==> src/rtl/hof_pkg.sv <==
package hof_pkg;

  typedef enum logic [1:0] {
    ST_MASTER = 2'd0,
    ST_GRANT  = 2'd1,
    ST_SLAVE  = 2'd2,
    ST_TURN   = 2'd3
  } hof_state_e;

endpackage

==> src/rtl/hof_fsm.sv <==
module hof_fsm
  import hof_pkg::*;
#(
  parameter int TURN_CYC = 1
) (
  input  logic       clk,
  input  logic       rst,
  input  logic       ext_req_n,
  input  logic       cpu_busy,
  input  logic       agent_done,
  output hof_state_e state_q,
  output hof_state_e state_d
);

  localparam int TCNT_W = (TURN_CYC > 1) ? $clog2(TURN_CYC) : 1;
  localparam logic [TCNT_W-1:0] TCNT_LAST = TCNT_W'(TURN_CYC - 1);

  logic [TCNT_W-1:0] tcnt_q;

  always_comb begin
    state_d = state_q;
    unique case (state_q)
      ST_MASTER: if (!ext_req_n && !cpu_busy) state_d = ST_GRANT;
      ST_GRANT:  state_d = ST_SLAVE;
      ST_SLAVE:  if (agent_done) state_d = ST_TURN;
      ST_TURN:   if (tcnt_q == TCNT_LAST) state_d = ST_MASTER;
      default:   state_d = ST_MASTER;
    endcase
  end

  always_ff @(posedge clk) begin
    if (rst) begin
      state_q <= ST_MASTER;
    end else begin
      state_q <= state_d;
    end
  end

  // turnaround window counter, cleared outside the turnaround state
  always_ff @(posedge clk) begin
    if (rst || state_q != ST_TURN) begin
      tcnt_q <= '0;
    end else begin
      tcnt_q <= tcnt_q + 1'b1;
    end
  end

  // slave is held until the agent reports done
  p_slave_hold_r5: assert property (@(posedge clk) disable iff (rst)
    (state_q == ST_SLAVE && !agent_done) |=> (state_q == ST_SLAVE));

  // done in slave moves to turnaround
  p_done_turn_r6: assert property (@(posedge clk) disable iff (rst)
    (state_q == ST_SLAVE && agent_done) |=> (state_q == ST_TURN));

  // release state lasts a single cycle
  p_grant_once_r2: assert property (@(posedge clk) disable iff (rst)
    (state_q == ST_GRANT) |=> (state_q == ST_SLAVE));

endmodule

==> src/rtl/hof_gap_mon.sv <==
module hof_gap_mon
  import hof_pkg::*;
#(
  parameter int REL_GAP = 2
) (
  input  logic       clk,
  input  logic       rst,
  input  hof_state_e state_d,
  input  logic       agent_drive
);

  localparam int GW = $clog2(REL_GAP + 1);
  localparam logic [GW-1:0] GAP_MAX = GW'(REL_GAP);

  // cycles elapsed since the release cycle (0 in that cycle), saturating
  logic [GW-1:0] gcnt_q;

  always_ff @(posedge clk) begin
    if (rst) begin
      gcnt_q <= GAP_MAX;
    end else if (state_d == ST_GRANT) begin
      gcnt_q <= '0;
    end else if (gcnt_q < GAP_MAX) begin
      gcnt_q <= gcnt_q + 1'b1;
    end
  end

  // the agent may not start driving before the handover gap has elapsed
  p_agent_gap_r10: assert property (@(posedge clk) disable iff (rst)
    $rose(agent_drive) |-> (gcnt_q >= GAP_MAX));

endmodule

==> src/rtl/hof_out_regs.sv <==
module hof_out_regs
  import hof_pkg::*;
#(
  parameter int GRP_N = 4
) (
  input  logic             clk,
  input  logic             rst,
  input  hof_state_e       state_d,
  output logic             release_n,
  output logic [GRP_N-1:0] bus_oe,
  output logic             cpu_req_ok
);

  always_ff @(posedge clk) begin
    if (rst) begin
      release_n  <= 1'b1;
      cpu_req_ok <= 1'b1;
    end else begin
      release_n  <= (state_d != ST_GRANT);
      cpu_req_ok <= (state_d == ST_MASTER);
    end
  end

  // one registered enable per bus group
  for (genvar g = 0; g < GRP_N; g++) begin : g_oe
    always_ff @(posedge clk) begin
      if (rst) begin
        bus_oe[g] <= 1'b1;
      end else begin
        bus_oe[g] <= (state_d == ST_MASTER);
      end
    end
  end

  // release pulse is a single cycle wide
  p_pulse_one_r2: assert property (@(posedge clk) disable iff (rst)
    !release_n |=> release_n);

  // all groups switch together
  p_oe_same_r4: assert property (@(posedge clk) disable iff (rst)
    (bus_oe == '0) || (bus_oe == '1));

endmodule

==> src/rtl/bus_handover_ctrl.sv <==
module bus_handover_ctrl
  import hof_pkg::*;
#(
  parameter int GRP_N    = 4,
  parameter int REL_GAP  = 2,
  parameter int TURN_CYC = 1
) (
  input  logic             clk,
  input  logic             rst,
  input  logic             ext_req_n,
  input  logic             cpu_busy,
  input  logic             agent_drive,
  input  logic             agent_done,
  output logic             release_n,
  output logic [GRP_N-1:0] bus_oe,
  output logic             cpu_req_ok
);

  hof_state_e state_q;
  hof_state_e state_d;

  hof_fsm #(.TURN_CYC(TURN_CYC)) fsm_i (
    .clk        (clk),
    .rst        (rst),
    .ext_req_n  (ext_req_n),
    .cpu_busy   (cpu_busy),
    .agent_done (agent_done),
    .state_q    (state_q),
    .state_d    (state_d)
  );

  hof_gap_mon #(.REL_GAP(REL_GAP)) gap_i (
    .clk         (clk),
    .rst         (rst),
    .state_d     (state_d),
    .agent_drive (agent_drive)
  );

  hof_out_regs #(.GRP_N(GRP_N)) out_i (
    .clk        (clk),
    .rst        (rst),
    .state_d    (state_d),
    .release_n  (release_n),
    .bus_oe     (bus_oe),
    .cpu_req_ok (cpu_req_ok)
  );

  // busy sampled at an edge blocks a grant in the next cycle
  p_busy_hold_r3: assert property (@(posedge clk) disable iff (rst)
    cpu_busy |=> release_n);

  // a grant follows a request seen while idle
  p_grant_cause_r2: assert property (@(posedge clk) disable iff (rst)
    $fell(release_n) |-> $past(!ext_req_n && !cpu_busy));

  // drivers off in the release cycle
  p_oe_off_r4: assert property (@(posedge clk) disable iff (rst)
    !release_n |-> (bus_oe == '0));

  // request permission tracks the enables
  p_ok_match_r8: assert property (@(posedge clk) disable iff (rst)
    cpu_req_ok == (bus_oe == '1));

  // no grant in the first master cycle
  p_no_fast_regrant_r7: assert property (@(posedge clk) disable iff (rst)
    $rose(cpu_req_ok) |-> release_n);

  // no contention with processor drivers
  p_no_contend_r10: assert property (@(posedge clk) disable iff (rst)
    cpu_req_ok |-> !agent_drive);

endmodule

==> config.mk <==
export PLATFORM = sky130hd
export DESIGN_NAME = bus_handover_ctrl
export DESIGN_NICKNAME = d
export VERILOG_FILES = /design/src/rtl/hof_pkg.sv /design/src/rtl/hof_fsm.sv /design/src/rtl/hof_gap_mon.sv /design/src/rtl/hof_out_regs.sv /design/src/rtl/bus_handover_ctrl.sv
export SDC_FILE = /design/constraint.sdc
export NUM_CORES = 1
export LEC_CHECK = 0
export ABC_AREA = 0
export BUFFER_PORTS_ARGS = -buffer_cell sky130_fd_sc_hd__buf_2
export CAP_MARGIN = 15
export CORE_AREA = 2 2 39 41
export CTS_BUF_LIST = sky130_fd_sc_hd__clkbuf_4 sky130_fd_sc_hd__clkbuf_8
export DETAILED_ROUTE_END_ITERATION = 7
export DIE_AREA = 0 0 41 43
export MAX_ROUTING_LAYER = met4
export PLACE_DENSITY = 0.34
export SKIP_CTS_REPAIR_TIMING = 1
export SLEW_MARGIN = 20
export SYNTH_ARGS = -nofsm -noshare
export SYNTH_HDL_FRONTEND = slang
export SYNTH_HIERARCHICAL = 1
export SYNTH_SLANG_ARGS = --single-unit
export TNS_END_PERCENT = 1
==> constraint.sdc <==
create_clock -name clk -period 1.5 [get_ports clk]
set_clock_uncertainty 0.15 [all_clocks]
set_input_delay 0.075 -clock clk [delete_from_list [all_inputs] [get_ports clk]]
set_output_delay 0.075 -clock clk [all_outputs]
set_load 0.005 [all_outputs]
==> impl_metrics.csv, run 1 <==
group,metric,value,unit
status,status,"complete, no violations",
grt,antenna_found_initial,0,
job,max-cap-violations,0,
floorplanning,io_pins,12,
critical_path,crit_chain,"nor2b_1 -> a21oi_1 -> or3b_1",
critical_path,worst_ep_arrival_time,1.34,ns
logic_synthesis,synth-seq-cells,5,
critical_path,cp-end-kind,"flop",
floorplanning,design.die.area,1760,sq um
grt,grt_max_degree,7,
cts,cts_max_level,1,
critical_path,crit_required,1.46,ns
critical_path,crit_slowest_cell,"dfxtp_1",
placed_design,portBuffers,10,
critical_path,worst-setup-path-type,"reg -> reg",
sta,slew_headroom,0.829,
grt,grt_usage,0.0586,
drt,drt_iter0_drc,3,
placed_design,dp_cells,44,
logic_synthesis,yosysTopAreaCell,"dfxtp_1",
cts,clk_latency,0.24,ns
cts,root_buffer,"clkbuf_4",
drt,ant_nets,0,
drt,routed_wirelength,380,um
drt,wl_per_cell,7.76,um
logic_synthesis,synth_nets,28,
finish,final_design_area_no_fill,309,sq um
critical_path,crit_fanout,4,
critical_path,crit_path_start_kind,"flop",
finish,seq_area,100,sq um
logic_synthesis,syn_inst,22,
critical_path,cpPeakStageDelay,0.40,ns
floorplanning,dieWidth,41,um
finish,fin_nets,40,
sta,tns,0,ns
sta,period_needed,1.38,ns
sta,worst_slew_pin_slew,0.254,ns
logic_synthesis,synth_area,229,sq um
grt,grt_pass1_wl,586,um
finish,num_antenna_cells,0,
pwr,p_per_area,1200,nW/um^2
placed_design,pre_cts_ws,0.125,ns
drt,viasPerCell,3.78,
finish,layout_commonest_cell,"buf_2",
sta,hold_viol_final,0,
logic_synthesis,netlist.area_leader.share,0.437,
cts,clk_pin_slew,0.04,ns
sta,max_freq,725,MHz
cts,cts_buffers,3,
hold_path,hold_class,"in -> reg",
cts,cts_tree,"yes",
placed_design,finalWeightedCongestion,0.718,
logic_synthesis,synth_cell_types,14,
logic_synthesis,ys_seq_area_frac,0.437,
cts,cts_sinks,5,
floorplanning,die_height,43,um
pwr,power_leakage,0.143,nW
grt,gr-total-overflow,0,
drt,drcViolationCount,0,
logic_synthesis,ys_top_cells_by_area,"dfxtp_1 44%, buf_4 13%, mux2_4 6.6%",
drt,drt_pass1_iterations,3,
pwr,peakVddDrop,0.330,mV
floorplanning,rows,14,
floorplanning,start_util,0.165,
cts,clock_path_buffers,2,
logic_synthesis,synth_area_per_cell,10.4,sq um
finish,fin_util,0.223,
finish,drive_gt1_frac,0.485,
sta,setup_ws,0.121,ns
finish,multi_input_area,95.1,sq um
finish,final_cell_mix,"10 x buf_2, 5 x dfxtp_1, 4 x clkbuf_4",
sta,period_share,0.919,
logic_synthesis,yosysWarnings,6,
sta,setup_viol,0,
grt,grt_pass1_vias,157,
drt,vias,185,
finish,finalNonFillerCells,49,
sta,rsz0062_at_grt,"false",
finish,syn_to_final_growth,35.0,%
finish,n_fill_cell,159,
floorplanning,core_area,1380,sq um
placed_design,dpl_cell_area,269,sq um
sta,finalMaxSlewViolations,0,
==> state kept, by name, indices dropped and copies added (netlist names) <==
register / count
fsm_i/state_q: 2
fsm_i/tcnt_q: 1
out_i/bus_oe: 1
out_i/release_n: 1
==> worst max-delay path: cells and delay by family (launching register included) <==
kind | cells | cell delay [ns]
compound gates | 1 | 0.11
flops | 1 | 0.40
simple gates | 2 | 0.60
==> layout make-up <==
| cell class | count | share of cell area |
|---|---|---|
| inverter | 1 | 0.0121 |
| tap | 16 | 0.0648 |
| sequential | 5 | 0.324 |
| multi-input combinational | 12 | 0.308 |
| clock buffer | 4 | 0.0972 |
| timing repair buffer | 11 | 0.194 |
==> through the flow <==
step | total power [mW] | hold slack [ns]
final | 0.370 | 0.0307
after global routing | 0.404 | 0.0288
after CTS | 0.377 | -0.0999
after detailed placement | 0.203 | 0.157
after global placement | 0.203 | 0.156
after floorplan | 0.193 | -0.00224
==> power breakdown <==
part	switching, mW	internal (mW)	total, mW
logic	0.0209	0.0300	0.0509
clock network	0.0496	0.118	0.168
registers	0.00846	0.142	0.151
==> cell usage after synthesis <==
| cell type | instances |
|---|---|
| dfxtp_1 | 5 |
| buf_4 | 4 |
| nor2b_1 | 2 |
| a211oi_1 | 1 |
| a21o_1 | 1 |
| a21oi_1 | 1 |
| a22o_1 | 1 |
| and2_1 | 1 |
| inv_1 | 1 |
| mux2_4 | 1 |
| nor2_1 | 1 |
| nor4_2 | 1 |
| o21bai_1 | 1 |
| or3b_1 | 1 |
==> routing by layer <==
metal / share of wire / up-vias / track usage
met5: 0 / - / -
met4: 0 / 0 / 0.0400
met3: 0.087 / 0 / 0.0628
met2: 0.51 / 6 / 0.0656
met1: 0.40 / 84 / 0.0579
li1: - / 95 / -
==> cells by family (layout without fill, tap and decap cells) <==
logic type | count (synthesis) | count (layout) | synth area share
DFF | 5 | 5 | 0.437
buffers and inverters | 5 | 16 | 0.148
AOI/OAI and AO/OA | 5 | 5 | 0.158
and+or+nand+nor | 6 | 6 | 0.191
muxes | 1 | 1 | 0.0656
==> worst paths after layout <==
path / from / to / slack [ns] / cells past startpoint
max: fsm_i/state_q[0] / out_i/release_n / 0.12 / 3
min: agent_done / fsm_i/state_q[0] / 0.03 / 3
max reg2reg: fsm_i/state_q[0] / out_i/release_n / 0.12 / 3
min reg2reg: fsm_i/state_q[1] / fsm_i/state_q[1] / 0.42 / 1
No activity file was read; power rests on OpenSTA's default activity.
==> run 2, diff against run 1 <==
--- a/config.mk
+++ b/config.mk
@@ -13,11 +13,10 @@
 export DETAILED_ROUTE_END_ITERATION = 7
 export DIE_AREA = 0 0 41 43
 export MAX_ROUTING_LAYER = met4
-export PLACE_DENSITY = 0.34
+export PLACE_DENSITY = 0.31
 export SKIP_CTS_REPAIR_TIMING = 1
 export SLEW_MARGIN = 20
 export SYNTH_ARGS = -nofsm -noshare
 export SYNTH_HDL_FRONTEND = slang
-export SYNTH_HIERARCHICAL = 1
 export SYNTH_SLANG_ARGS = --single-unit
 export TNS_END_PERCENT = 1
==> run 2 against run 1 <==
Against the previous run: sequential share of layout area is 3.3 points higher; routed wire length decreased by 11%; design area decreased by 9.3%; register-to-register slack better by 0.33 ns; sequential power rose by 9%; flip-flop and latch count did not move; maximum frequency up 29%; utilization shrank 2.1 points; synthesized cell count decreased by 4.5%; via count decreased by 12%; critical path depth up 1; worst setup slack better by 0.31 ns.
==> impl_metrics.csv, run 2 <==
group,metric,value,unit
status,status,"complete, no violations",
job,max-cap-violations,0,
finish,fin_nets,39,
floorplanning,dieWidth,41,um
cts,clk_pin_slew,0.05,ns
placed_design,finalWeightedCongestion,0.608,
critical_path,crit_end,"out_i.bus_oe[3]",
critical_path,cp-end-kind,"flop",
sta,tns,0,ns
sta,setup_ws,0.431,ns
drt,routed_wirelength,339,um
critical_path,crit_chain,"dlygate4sd3_1 -> buf_2 -> nor3_1 -> a21oi_1",
sta,period_needed,1.07,ns
logic_synthesis,ys_seq_area_frac,0.500,
logic_synthesis,yosysMostFrequentCell,"dfxtp_1",
grt,grt-busiest-layer,"met3",
sta,max_freq,936,MHz
critical_path,timing.rr.end,"fsm_i.state_q[0]",
logic_synthesis,synth-compound-area-share,0.0938,
pwr,power_leakage,0.122,nW
drt,vias,162,
grt,use_met3,0.0681,
sta,setup_viol,0,
logic_synthesis,synthSimpleGateAreaFrac,0.256,
logic_synthesis,synth.area.mux_share,0,
floorplanning,die_height,43,um
logic_synthesis,syn_inst,21,
finish,syn_to_final_growth,40.0,%
logic_synthesis,synth_area_per_cell,9.53,sq um
cts,cts_tree,"yes",
logic_synthesis,synth-seq-cells,5,
grt,grt_pass1_vias,139,
logic_synthesis,synth-async-reset-ratio,0,
floorplanning,design.die.area,1760,sq um
critical_path,worst_ep_arrival_time,1.04,ns
critical_path,cpPeakStageDelay,0.52,ns
finish,final_cell_mix,"10 x buf_2, 5 x dfxtp_1, 4 x clkbuf_4",
placed_design,pre_cts_ws,0.448,ns
finish,seq_area,100,sq um
sta,period_share,0.713,
floorplanning,io_pins,12,
logic_synthesis,synthAdderAreaFrac,0,
placed_design,portBuffers,10,
critical_path,worst-setup-path-type,"in -> reg",
logic_synthesis,yosysTopAreaCell,"dfxtp_1",
cts,cts_sinks,5,
grt,use_met2,0.0469,
sta,rsz0062_at_grt,"false",
grt,grt_pass1_wl,510,um
sta,worst_slew_pin_slew,0.225,ns
critical_path,startpoint,"rst",
logic_synthesis,synth_area,200,sq um
sta,slew_headroom,0.849,
grt,grt_max_degree,6,
pwr,p_per_area,1470,nW/um^2
drt,drt_iter0_drc,0,
sta,hold_viol_final,0,
grt,gr-total-overflow,0,
critical_path,crit_slowest_cell,"dlygate4sd3_1",
finish,regMostFlops,"fsm_i.state_q",
placed_design,dpl.hpwl,270,um
critical_path,crit_fanout,3,
logic_synthesis,synth_cell_types,13,
finish,multi_input_area,70.1,sq um
critical_path,regToRegSetupSlack,0.45,ns
logic_synthesis,ys_top_cells_by_area,"dfxtp_1 50%, buf_4 15%, nor2b_1 6.3%",
finish,drive_gt1_frac,0.469,
cts,cts_buffers,3,
grt,grt_usage,0.0514,
logic_synthesis,synth_nets,27,
critical_path,crit_path_start_kind,"input port",
critical_path,reg2reg_from,"fsm_i.state_q[0]",
grt,antenna_found_initial,0,
drt,wl_per_cell,7.06,um
logic_synthesis,netlist.area_leader.share,0.500,
hold_path,hold_class,"in -> reg",
floorplanning,core_area,1380,sq um
cts,clk_latency,0.24,ns
logic_synthesis,ys.flop_type,"dfxtp_1",
finish,num_antenna_cells,0,
finish,final_design_area_no_fill,280,sq um
cts,root_buffer,"clkbuf_4",
floorplanning,rows,14,
drt,ant_nets,0,
cts,cts_max_level,1,
drt,viasPerCell,3.38,
logic_synthesis,synthTopCellsByCount,"5 x dfxtp_1, 4 x buf_4, 2 x nor2b_1",
floorplanning,start_util,0.145,
cts,clock_path_buffers,2,
critical_path,reg2reg_depth,3,
logic_synthesis,synth_top_family_by_area,"simple AND/OR/NAND/NOR gates",
finish,layout_commonest_cell,"buf_2",
grt,met1_usage,0.0514,
drt,drt_pass1_iterations,1,
pwr,peakVddDrop,0.499,mV
drt,drcViolationCount,0,
logic_synthesis,synth_xor_area_frac,0,
finish,n_fill_cell,166,
logic_synthesis,synth_edf_count,0,
finish,largest_reg_flops,2,
placed_design,dpl_cell_area,240,sq um
critical_path,crit_required,1.47,ns
logic_synthesis,yosysWarnings,0,
sta,finalMaxSlewViolations,0,
[run 2: cell families (layout without fill, tap and decap cells)]
family,Yosys count,after routing
buffers and inverters,4,15
and+or+nand+nor,9,9
DFF,5,5
AOI/OAI and AO/OA,3,3
[run 2: where the power goes]
part	internal, mW	switching [mW]	total (mW)
Clock	0.119	0.0537	0.172
Sequential	0.152	0.0128	0.165
Combinational	0.0402	0.0336	0.0738
Total	0.311	0.100	0.411
[run 2: through the flow]
| step | util | instances | hold slack, ns | total power [mW] |
|---|---|---|---|---|
| after floorplan | - | 21 | -0.00339 | 0.231 |
| after global placement | 0.174 | 43 | 0.133 | 0.243 |
| after detailed placement | 0.174 | 43 | 0.133 | 0.242 |
| after CTS | 0.195 | 47 | -0.120 | 0.421 |
| after global routing | 0.203 | 48 | 0.0198 | 0.444 |
| final | 0.203 | 48 | 0.00956 | 0.411 |
[run 2: how the worst min path moves through the flow]
| stage | startpoint | to | slack [ns] | cells after the start |
|---|---|---|---|---|
| after global placement | rst | fsm_i.tcnt_q | 0.13 | 2 |
| after CTS | rst | fsm_i.tcnt_q | -0.12 | 2 |
| after global routing | cpu_busy | out_i.release_n | 0.02 | 4 |
| after floorplan | rst | fsm_i.tcnt_q | -0.003 | 1 |
| after detailed placement | rst | fsm_i.tcnt_q | 0.13 | 2 |
| final | ext_req_n | out_i.release_n | 0.01 | 4 |
[run 2: critical path, delay by kind of cell]
family / cells / cell delay [ns]
buffers and inverters: 2 / 0.66
AND/OR/NAND/NOR: 1 / 0.24
AO/OA/AOI/OAI: 1 / 0.06
[run 2: area by class of cell]
cell class / instances / area share
Multi-Input combinational cell: 12 / 0.250
Clock buffer: 4 / 0.107
Tap cell: 16 / 0.0714
Timing Repair Buffer: 11 / 0.214
Sequential cell: 5 / 0.357
[run 2: metal layers]
layer  part of all wire  wire (um)  vias to the layer above
met4                  0          0                        0
li1                   -          -                       86
met3               0.11         37                        0
met5                  0          0                        -
met1               0.52        175                       68
met2               0.37        125                        8
